==> src/rtl/fmul_pkg.sv <==
package fmul_pkg;
  // register stages between request and result: capture, multiply, normalize
  localparam int unsigned FMUL_STAGES = 3;
endpackage

==> src/rtl/fmul_lzc.sv <==
module fmul_lzc #(
  parameter int unsigned W  = 16,
  localparam int unsigned CW = $clog2(W + 1)
) (
  input  logic [W-1:0]  vec_i,
  output logic [CW-1:0] cnt_o
);
  always_comb begin
    cnt_o = CW'(W);
    // the highest set bit is visited last and wins
    for (int i = 0; i < int'(W); i++) begin
      if (vec_i[i]) cnt_o = CW'(int'(W) - 1 - i);
    end
  end
endmodule

==> src/rtl/fmul_norm.sv <==
module fmul_norm #(
  parameter int unsigned MANT_W = 16,
  parameter int unsigned EXP_W  = 8
) (
  input  logic [MANT_W-1:0] mant_i,
  input  logic [EXP_W-1:0]  exp_i,
  output logic [MANT_W-1:0] mant_o,
  output logic [EXP_W-1:0]  exp_o
);
  localparam int unsigned CW = $clog2(MANT_W + 1);

  logic [CW-1:0] lz;

  fmul_lzc #(.W(MANT_W)) u_lzc (
    .vec_i (mant_i),
    .cnt_o (lz)
  );

  always_comb begin
    if (mant_i == '0) begin
      mant_o = '0;
      exp_o  = '0;
    end else begin
      mant_o = mant_i << lz;
      exp_o  = exp_i - EXP_W'(lz);
    end
  end
endmodule

==> src/rtl/fmul_ready_pipe.sv <==
module fmul_ready_pipe
  import fmul_pkg::*;
(
  input  logic clk_i,
  input  logic rst_ni,
  input  logic req_i,
  output logic ready_o
);
  logic [FMUL_STAGES-1:0] sr_q;

  always_ff @(posedge clk_i or negedge rst_ni) begin
    if (!rst_ni) sr_q <= '0;
    else         sr_q <= {sr_q[FMUL_STAGES-2:0], req_i};
  end

  assign ready_o = sr_q[FMUL_STAGES-1];

  p_ready_lat_r1: assert property (@(posedge clk_i) disable iff (!rst_ni)
    req_i |-> ##3 ready_o);

  p_no_spurious_ready_r7: assert property (@(posedge clk_i) disable iff (!rst_ni)
    ready_o |-> $past(req_i, 3));
endmodule

==> src/rtl/fmul_pipe.sv <==
module fmul_pipe #(
  parameter int unsigned MANT_W = 16,
  parameter int unsigned EXP_W  = 8
) (
  input  logic              clk_i,
  input  logic              rst_ni,
  input  logic              req_i,
  input  logic              a_sign_i,
  input  logic [EXP_W-1:0]  a_exp_i,
  input  logic [MANT_W-1:0] a_mant_i,
  input  logic              b_sign_i,
  input  logic [EXP_W-1:0]  b_exp_i,
  input  logic [MANT_W-1:0] b_mant_i,
  output logic              ready_o,
  output logic              res_sign_o,
  output logic [EXP_W-1:0]  res_exp_o,
  output logic [MANT_W-1:0] res_mant_o
);
  localparam int unsigned PW = 2 * MANT_W;

  // stage 1: operand capture
  logic              a_sign_q, b_sign_q;
  logic [EXP_W-1:0]  a_exp_q, b_exp_q;
  logic [MANT_W-1:0] a_mant_q, b_mant_q;

  always_ff @(posedge clk_i or negedge rst_ni) begin
    if (!rst_ni) begin
      a_sign_q <= 1'b0;
      b_sign_q <= 1'b0;
      a_exp_q  <= '0;
      b_exp_q  <= '0;
      a_mant_q <= '0;
      b_mant_q <= '0;
    end else if (req_i) begin
      a_sign_q <= a_sign_i;
      b_sign_q <= b_sign_i;
      a_exp_q  <= a_exp_i;
      b_exp_q  <= b_exp_i;
      a_mant_q <= a_mant_i;
      b_mant_q <= b_mant_i;
    end
  end

  // stage 2: sign, exponent sum, full-width product
  logic              sign_q;
  logic [EXP_W-1:0]  exp_sum_q;
  logic [PW-1:0]     prod_q;

  always_ff @(posedge clk_i or negedge rst_ni) begin
    if (!rst_ni) begin
      sign_q    <= 1'b0;
      exp_sum_q <= '0;
      prod_q    <= '0;
    end else begin
      sign_q    <= a_sign_q ^ b_sign_q;
      exp_sum_q <= a_exp_q + b_exp_q;
      prod_q    <= PW'(a_mant_q) * PW'(b_mant_q);
    end
  end

  // stage 3: truncate to upper half, normalize
  logic [MANT_W-1:0] norm_mant;
  logic [EXP_W-1:0]  norm_exp;

  fmul_norm #(.MANT_W(MANT_W), .EXP_W(EXP_W)) u_norm (
    .mant_i (prod_q[PW-1:MANT_W]),
    .exp_i  (exp_sum_q),
    .mant_o (norm_mant),
    .exp_o  (norm_exp)
  );

  always_ff @(posedge clk_i or negedge rst_ni) begin
    if (!rst_ni) begin
      res_sign_o <= 1'b0;
      res_exp_o  <= '0;
      res_mant_o <= '0;
    end else begin
      res_sign_o <= sign_q;
      res_exp_o  <= norm_exp;
      res_mant_o <= norm_mant;
    end
  end

  fmul_ready_pipe u_ready (
    .clk_i   (clk_i),
    .rst_ni  (rst_ni),
    .req_i   (req_i),
    .ready_o (ready_o)
  );

  p_sign_r2: assert property (@(posedge clk_i) disable iff (!rst_ni)
    ready_o |-> res_sign_o == ($past(a_sign_i, 3) ^ $past(b_sign_i, 3)));

  p_norm_msb_r5: assert property (@(posedge clk_i) disable iff (!rst_ni)
    (ready_o && res_mant_o != '0) |-> res_mant_o[MANT_W-1]);

  p_zero_exp_r6: assert property (@(posedge clk_i) disable iff (!rst_ni)
    (ready_o && res_mant_o == '0) |-> res_exp_o == '0);
endmodule

==> config.mk <==
export PLATFORM = sky130hd
export DESIGN_NAME = fmul_pipe
export DESIGN_NICKNAME = d
export VERILOG_FILES = /design/src/rtl/fmul_pkg.sv /design/src/rtl/fmul_lzc.sv /design/src/rtl/fmul_norm.sv /design/src/rtl/fmul_ready_pipe.sv /design/src/rtl/fmul_pipe.sv
export SDC_FILE = /design/constraint.sdc
export NUM_CORES = 1
export LEC_CHECK = 0
export ABC_CLOCK_PERIOD_IN_PS = 9900
export BUFFER_PORTS_ARGS = -buffer_cell sky130_fd_sc_hd__buf_4
export CAP_MARGIN = 0
export CORE_MARGIN = 2
export CORE_UTILIZATION = 60
export CTS_BUF_LIST = sky130_fd_sc_hd__clkbuf_16
export CTS_CLUSTER_SIZE = 28
export DETAILED_ROUTE_END_ITERATION = 8
export GPL_ROUTABILITY_DRIVEN = 1
export HOLD_SLACK_MARGIN = 0.12
export PLACE_DENSITY = 0.78
export SLEW_MARGIN = 30
export SYNTH_ARGS = -nofsm -noshare
export SYNTH_HDL_FRONTEND = slang
export SYNTH_SLANG_ARGS = --single-unit
==> constraint.sdc <==
create_clock -name clk_i -period 9.9 [get_ports clk_i]
set_clock_uncertainty 0.1 [all_clocks]
set_input_delay 1.485 -clock clk_i [delete_from_list [all_inputs] [get_ports clk_i]]
set_output_delay 1.485 -clock clk_i [all_outputs]
set_load 0.02 [all_outputs]
==> results.txt, run 1 <==
CP top delay family -> adder cells
CP max stage delay -> 0.77 ns
DRC -> 0
Average routed wire per standard cell -> 16.42 um
Yosys top cell area share -> 31.51%
FMAX -> 153.5 MHz
Slew @ Worst Pin -> 0.7522 ns
Layout filler cell count -> 1,582
Buf/Inv on CP -> 3
RSZ-0062 raised after global routing -> false
Final setup vio count -> 0
Via Count -> 8,496
WP data required -> 10.05 ns
Initial DRT Pass Iterations -> 6
Area grow syn2layout -> 8.676%
CTS tree -> done
Core box area -> 20,230 um2
Status -> complete, no violations
Slew Viols, Final -> 0
Post-layout nets -> 1,637
CP Depth -> 19
Yosys warns -> 0
CTS root buf -> clkbuf_16
Rows -> 52
Total GRT Usage -> 25.34%
Top post-synthesis cells by area -> fa_1, dfrtp_1, ha_1
Worst Reg-to-Reg Cells -> 19
Die X -> 147.7 um
Antenna fix cells -> 0
FFs w/ async S/R, synth -> 100.0%
Synth Flop Type -> dfrtp_1
Later-pin clock latency in the skew report -> 0.37 ns
Crit-path cells -> nand2_1 -> fa_1 -> fa_1 -> inv_1 -> fa_1 -> fa_1 -> fa_1 -> inv_1 -> fa_1 -> inv_1 -> ha_1 -> o21ai_0 -> o211ai_1 -> nand2_1 -> a221oi_1 -> o41ai_2 -> o2111ai_1 -> a21oi_1 -> xnor2_1
Max-Cap Viols -> 0
Tcrit/Tclk final -> 65.79%
Setup TNS -> 0 ns
Worst path slowest cell -> dfrtp_1
I/O pins -> 79
Initial Util -> 61.22%
Area of the multi-input gates -> 8760 um2
CTS sink count -> 103
Reg area -> 2577 um2
Total gr overflow -> 0
CP Launch Type -> flip-flop
Crit path max fanout -> 17
Final worst path period need -> 6.513 ns
Synthesized area per cell -> 10.06 um2
First-pass GRT wire length -> 44,130 um
Most used cell, CP -> fa_1
Hold Path Class -> reg -> reg
Slew headroom -> 49.85%
DP HPWL -> 19,960 um
Syn_nets -> 1,593
Post-synthesis sequential area ratio -> 20.81%
Iter 0 DRT Violations -> 382
Final Hold Vio Count -> 0
Number of flops mapped to enable cells by yosys -> 0
Antenna violations before repair -> 0
Synth Instances -> 1,232
Crit path kind -> reg -> reg
ANT nets after route -> 0
#FFs+latches synth -> 103
Clock Pin Slew Worst Setup and Hold Paths -> 0.09 ns
Postcts setup bufs -> 0
Die H -> 147.7 um
Vias/cell -> 5.478
Vias in the first global route -> 9,204
CP arrival -> 6.66 ns
H-tree Lvls -> 3
Clock tree buffer depth -> 2
Largest area contributor in the netlist -> fa_1
WL final -> 25,470 um
CTS Buf Count -> 9
Element type at the critical path end -> flip-flop
Post-cts repair resize count -> 0
Share of layout cells above drive strength 1 -> 12.57%
Die area -> 21,810 um2
Post-CTS Hold Buffers -> 0
Largest net degree at the start of global routing -> 76
Cell Area, Synth -> 12,390 um2
Hold Crit Depth -> 0
Routability cong. -> 0.8902
Synth cell types -> 52
Input/output buffers -> 78
## Yosys cell counts (2+ instances only)
master / n
nor4_1: 2
a21oi_1: 24
nor2b_1: 10
o21ai_0: 16
o211ai_1: 9
a211oi_1: 4
o31ai_1: 2
fa_1: 195
o41ai_2: 2
nand2_1: 168
a221oi_1: 4
nand2b_1: 4
mux4_1: 4
nor2_1: 34
and2_1: 121
a21o_1: 4
o22ai_1: 4
mux2_2: 51
nand4_1: 5
o21bai_1: 7
nor3_1: 9
ha_1: 113
buf_2: 4
xor2_1: 8
nand3_1: 9
clkbuf_1: 41
dfrtp_1: 103
buf_6: 2
a211o_1: 2
mux4_2: 4
inv_1: 225
xnor2_1: 21
a22oi_1: 2
## cells in the final DEF (no fill, tap or decap), drive strengths merged, types with 2 or more instances in the layout
cell	Yosys	final
a211oi	5	5
o21ai	17	17
xnor2	21	21
ha	113	113
o21bai	7	7
nor3	10	10
nor2	34	34
clkbuf	41	9
nor4	3	3
a22oi	2	2
o31ai	2	2
a211o	2	2
o211ai	9	9
clkinv	0	3
o41ai	2	2
mux4	8	8
nor2b	10	10
a21oi	25	25
mux2	51	51
fa	195	195
and2	121	121
inv	227	231
nand2	168	168
a221oi	4	4
dfrtp	103	103
buf	6	80
a21o	4	4
o22ai	4	4
nand3	9	9
nand2b	4	4
nand4	5	5
xor2	8	8
## metrics by stage
step	hold WS (ns)	util [%]	worst slack (ns)	area, um2	std cells
finish	0.2543	66.53	3.387	13460	1551
global route	0.2635	66.53	3.024	13460	1551
CTS	0.2563	66.52	3.354	13460	1551
detailed placement	0.2347	64.89	3.422	13130	1535
global placement	0.2317	64.89	3.566	13130	1535
floorplan	0.2312	-	4.064	12390	1232
## area by class of cell
cell class	instances	share of cell area, %
Tap cell	270	2.509
Inverter	227	6.348
Timing Repair Buffer	80	4.489
Sequential cell	103	19.14
Multi-Input combinational cell	855	65.07
Clock buffer	9	1.673
Clock inverter	7	0.7714
## path summary, 6_finish.rpt
| kind | slack (ns) | startpoint | to |
|---|---|---|---|
| min reg2reg | 0.25 | u_ready.sr_q[1] | u_ready.sr_q[2] |
| max reg2reg | 3.39 | b_mant_q[7] | prod_q[31] |
| max | 3.39 | b_mant_q[7] | prod_q[31] |
| min in group asynchronous | 0.92 | rst_ni | b_exp_q[7] |
| max in group asynchronous | 7.80 | rst_ni | prod_q[18] |
| min | 0.25 | u_ready.sr_q[1] | u_ready.sr_q[2] |
## layer usage
layer	part of all wire (%)	track usage [%]	routed length (um)	vias to the layer above
met4	2.0	6.827	505	0
met1	41	32.74	10380	4325
met5	0	0	0	-
li1	-	-	-	3919
met2	53	45.49	13520	213
met3	4.2	2.994	1067	39
## worst reg2reg max path: stages (launching register included)
cell,delay [ns]
dfrtp_1,0.77
nand2_1,0.18
fa_1,0.53
fa_1,0.51
inv_1,0.06
fa_1,0.57
fa_1,0.43
fa_1,0.50
inv_1,0.06
fa_1,0.49
inv_1,0.04
ha_1,0.37
o21ai_0,0.11
o211ai_1,0.22
nand2_1,0.10
a221oi_1,0.63
o41ai_2,0.18
o2111ai_1,0.29
a21oi_1,0.12
xnor2_1,0.13
## logic make-up (layout without fill, tap and decap cells)
logic type      Yosys count  in the layout  share of synthesized area [%]
compound gates           90             90                          4.979
xor+xnor                 29             29                          2.050
fa+ha+maj               308            308                          42.92
mux                      60             60                          6.292
simple gates            368            368                          14.46
flops                   103            103                          20.81
buf+inv                 274            323                          8.484
## flip-flops by register name, indices dropped and copies added (netlist names), 3 cells and up
| register | flops |
|---|---|
| b_mant_q | 16 |
| res_exp_o | 8 |
| a_exp_q | 8 |
| exp_sum_q | 8 |
| b_exp_q | 8 |
| u_ready.sr_q | 3 |
| a_mant_q | 16 |
| res_mant_o | 16 |
| prod_q | 16 |
Power of run 1 is not shown: default switching activity piles up to over one toggle a cycle in this logic, so the estimate is an artifact.
==> run 2: changes to the inputs <==
--- a/config.mk
+++ b/config.mk
@@ -5,7 +5,7 @@
 export SDC_FILE = /design/constraint.sdc
 export NUM_CORES = 1
 export LEC_CHECK = 0
-export ABC_CLOCK_PERIOD_IN_PS = 9900
+export ABC_CLOCK_PERIOD_IN_PS = 6450
 export BUFFER_PORTS_ARGS = -buffer_cell sky130_fd_sc_hd__buf_4
 export CAP_MARGIN = 0
 export CORE_MARGIN = 2
==> constraint.sdc (replaced) <==
create_clock -name clk_i -period 6.45 [get_ports clk_i]
set_clock_uncertainty 0.1 [all_clocks]
set_input_delay 0.9675 -clock clk_i [delete_from_list [all_inputs] [get_ports clk_i]]
set_output_delay 0.9675 -clock clk_i [all_outputs]
set_load 0.02 [all_outputs]
==> results.txt, run 2 (synthesis results as in run 1) <==
Status -> complete, no violations (unchanged)
Clock Pin Slew Worst Setup and Hold Paths -> 0.09 ns (about the same)
Vias/cell -> 5.480 (was 5.478)
Crit path kind -> reg -> reg (unchanged)
Initial DRT Pass Iterations -> 5 (was 6)
FMAX -> 163.2 MHz (was 153.5 MHz)
Setup TNS -> 0 ns (unchanged)
Cells after DPL -> 1,563 (was 1,535)
Clock tree buffer depth -> 2 (unchanged)
CP max stage delay -> 0.56 ns (was 0.77 ns)
Area post-placement -> 13,340 um2 (was 13,130 um2)
Uppermost layer routed -> met4 (unchanged)
Post-Layout Cell Count -> 1,586 (was 1,551)
ANT nets after route -> 0 (unchanged)
CP arrival -> 6.27 ns (was 6.66 ns)
Via Count -> 8,691 (was 8,496)
Antenna fix cells -> 0 (unchanged)
Buf/Inv on CP -> 5 (was 3)
Die H -> 147.7 um (unchanged)
CTS tree -> done (unchanged)
Antenna violations before repair -> 0 (unchanged)
Hold Path Class -> reg -> reg (unchanged)
Element type at the critical path end -> flip-flop (unchanged)
Vias in the first global route -> 9,282 (was 9,204)
Iter 0 DRT Violations -> 494 (was 382)
WL final -> 26,540 um (was 25,470 um)
Total GRT Usage -> 26.29% (was 25.34%)
CP Launch Type -> flip-flop (unchanged)
Most common cell after layout, fill and taps aside -> inv_1 (unchanged)
H-tree Lvls -> 3 (unchanged)
Average routed wire per standard cell -> 16.74 um (was 16.42 um)
Slew Viols, Final -> 0 (unchanged)
Crit path max fanout -> 10 (was 17)
Core box area -> 20,230 um2 (unchanged)
WP data required -> 6.59 ns (was 10.05 ns)
CTS Buf Count -> 9 (unchanged)
CTS root buf -> clkbuf_16 (unchanged)
Worst path slowest cell -> fa_1 (was dfrtp_1)
Slew @ Worst Pin -> 0.7417 ns (was 0.7522 ns)
Most used cell, CP -> fa_1 (unchanged)
Hold WS -> 0.2498 ns (was 0.2543 ns)
Post-layout nets -> 1,672 (was 1,637)
Rows -> 52 (unchanged)
Tcrit/Tclk final -> 95.01% (was 65.79%)
Largest net degree at the start of global routing -> 77 (was 76)
Slew headroom -> 50.55% (was 49.85%)
Final Hold Vio Count -> 0 (unchanged)
Input/output buffers -> 78 (unchanged)
Later-pin clock latency in the skew report -> 0.37 ns (about the same)
Wl on met1 -> 10,570 um (was 10,380 um)
Die X -> 147.7 um (unchanged)
I/O pins -> 79 (unchanged)
Area grow syn2layout -> 11.04% (was 8.676%)
CTS sink count -> 103 (unchanged)
DP HPWL -> 21,680 um (was 19,960 um)
Initial Util -> 61.22% (unchanged)
CP top delay family -> adder cells (unchanged)
Post-CTS Hold Buffers -> 0 (unchanged)
Max-Cap Viols -> 0 (unchanged)
Final setup vio count -> 0 (unchanged)
DRC -> 0 (unchanged)
Routability cong. -> 0.8841 (was 0.8902)
Metal3 WL -> 1303 um (was 1067 um)
Share of layout cells above drive strength 1 -> 16.49% (was 12.57%)
Met2 routed WL -> 13,970 um (was 13,520 um)
Final worst path period need -> 6.128 ns (was 6.513 ns)
Finished Cell Area -> 13,760 um2 (was 13,460 um2)
Total gr overflow -> 0 (unchanged)
Crit-path cells -> buf_4 -> nand2_1 -> fa_1 -> fa_1 -> inv_1 -> fa_1 -> fa_1 -> fa_1 -> inv_1 -> fa_1 -> inv_1 -> ha_1 -> o21ai_0 -> o211ai_1 -> nand2_1 -> a221oi_1 -> buf_4 -> o41ai_4 -> o2111ai_1 -> a21oi_1 -> xnor2_1 (was nand2_1 -> fa_1 -> fa_1 -> inv_1 -> fa_1 -> fa_1 -> fa_1 -> inv_1 -> fa_1 -> inv_1 -> ha_1 -> o21ai_0 -> o211ai_1 -> nand2_1 -> a221oi_1 -> o41ai_2 -> o2111ai_1 -> a21oi_1 -> xnor2_1)
Die area -> 21,810 um2 (unchanged)
First-pass GRT wire length -> 45,290 um (was 44,130 um)
Commonest non-fill, non-tap cells in the layout -> inv_1, fa_1, nand2_1, and2_1, buf_4 (was inv_1, fa_1, nand2_1, and2_1, ha_1)
==> run 2: cell types whose count changed in the layout (fill, tap and decap cells not counted) <==
cell      previous run  this run
o41ai_2              2         1
dfrtp_2              0        21
dfrtp_1            103        82
buf_4               79       114
o41ai_4              0         1
inv_6                0         1
clkinv_8             3         2
==> run 2: layout make-up <==
cell class	count	area, um2
Clock buffer	9	225.2
Clock inverter	7	96.34
Sequential cell	103	2604
Multi-Input combinational cell	855	8771
Inverter	227	854.6
Tap cell	270	337.8
Timing Repair Buffer	115	867.1
Fill cell	1565	6479
==> run 2: worst paths after layout <==
path / end / cells past startpoint / slack, ns / startpoint
min in group asynchronous: b_exp_q[6] / 1 / 0.40 / rst_ni
hold / removal: res_sign_o / 0 / 0.25 / sign_q
setup reg to reg: prod_q[31] / 21 / 0.32 / a_mant_q[11]
hold reg to reg: res_sign_o / 0 / 0.25 / sign_q
setup / recovery: prod_q[31] / 21 / 0.32 / a_mant_q[11]
max in group asynchronous: b_mant_q[6] / 2 / 4.79 / rst_ni
==> run 2: routing by layer <==
layer | global-route usage, % | up-vias
li1 | - | 3978
met3 | 3.241 | 47
met1 | 33.80 | 4415
met5 | 0 | -
met4 | 7.885 | 0
met2 | 46.91 | 251
==> run 2: stage by stage <==
stage / utilization, % / setup slack [ns]
floorplan: - / 0.6139
global route: 67.98 / -0.0001363
finish: 67.98 / 0.3217
global placement: 65.93 / 0.3220
detailed placement: 65.93 / 0.1869
CTS: 67.52 / 0.1381
==> run 2: what timing repair did <==
action                                  4_1_cts  5_1_grt
endpoints found under the setup margin        0        4
setup buffers                                 0        7
resized for setup                             0       22
Power of run 2 is left out for the same reason.
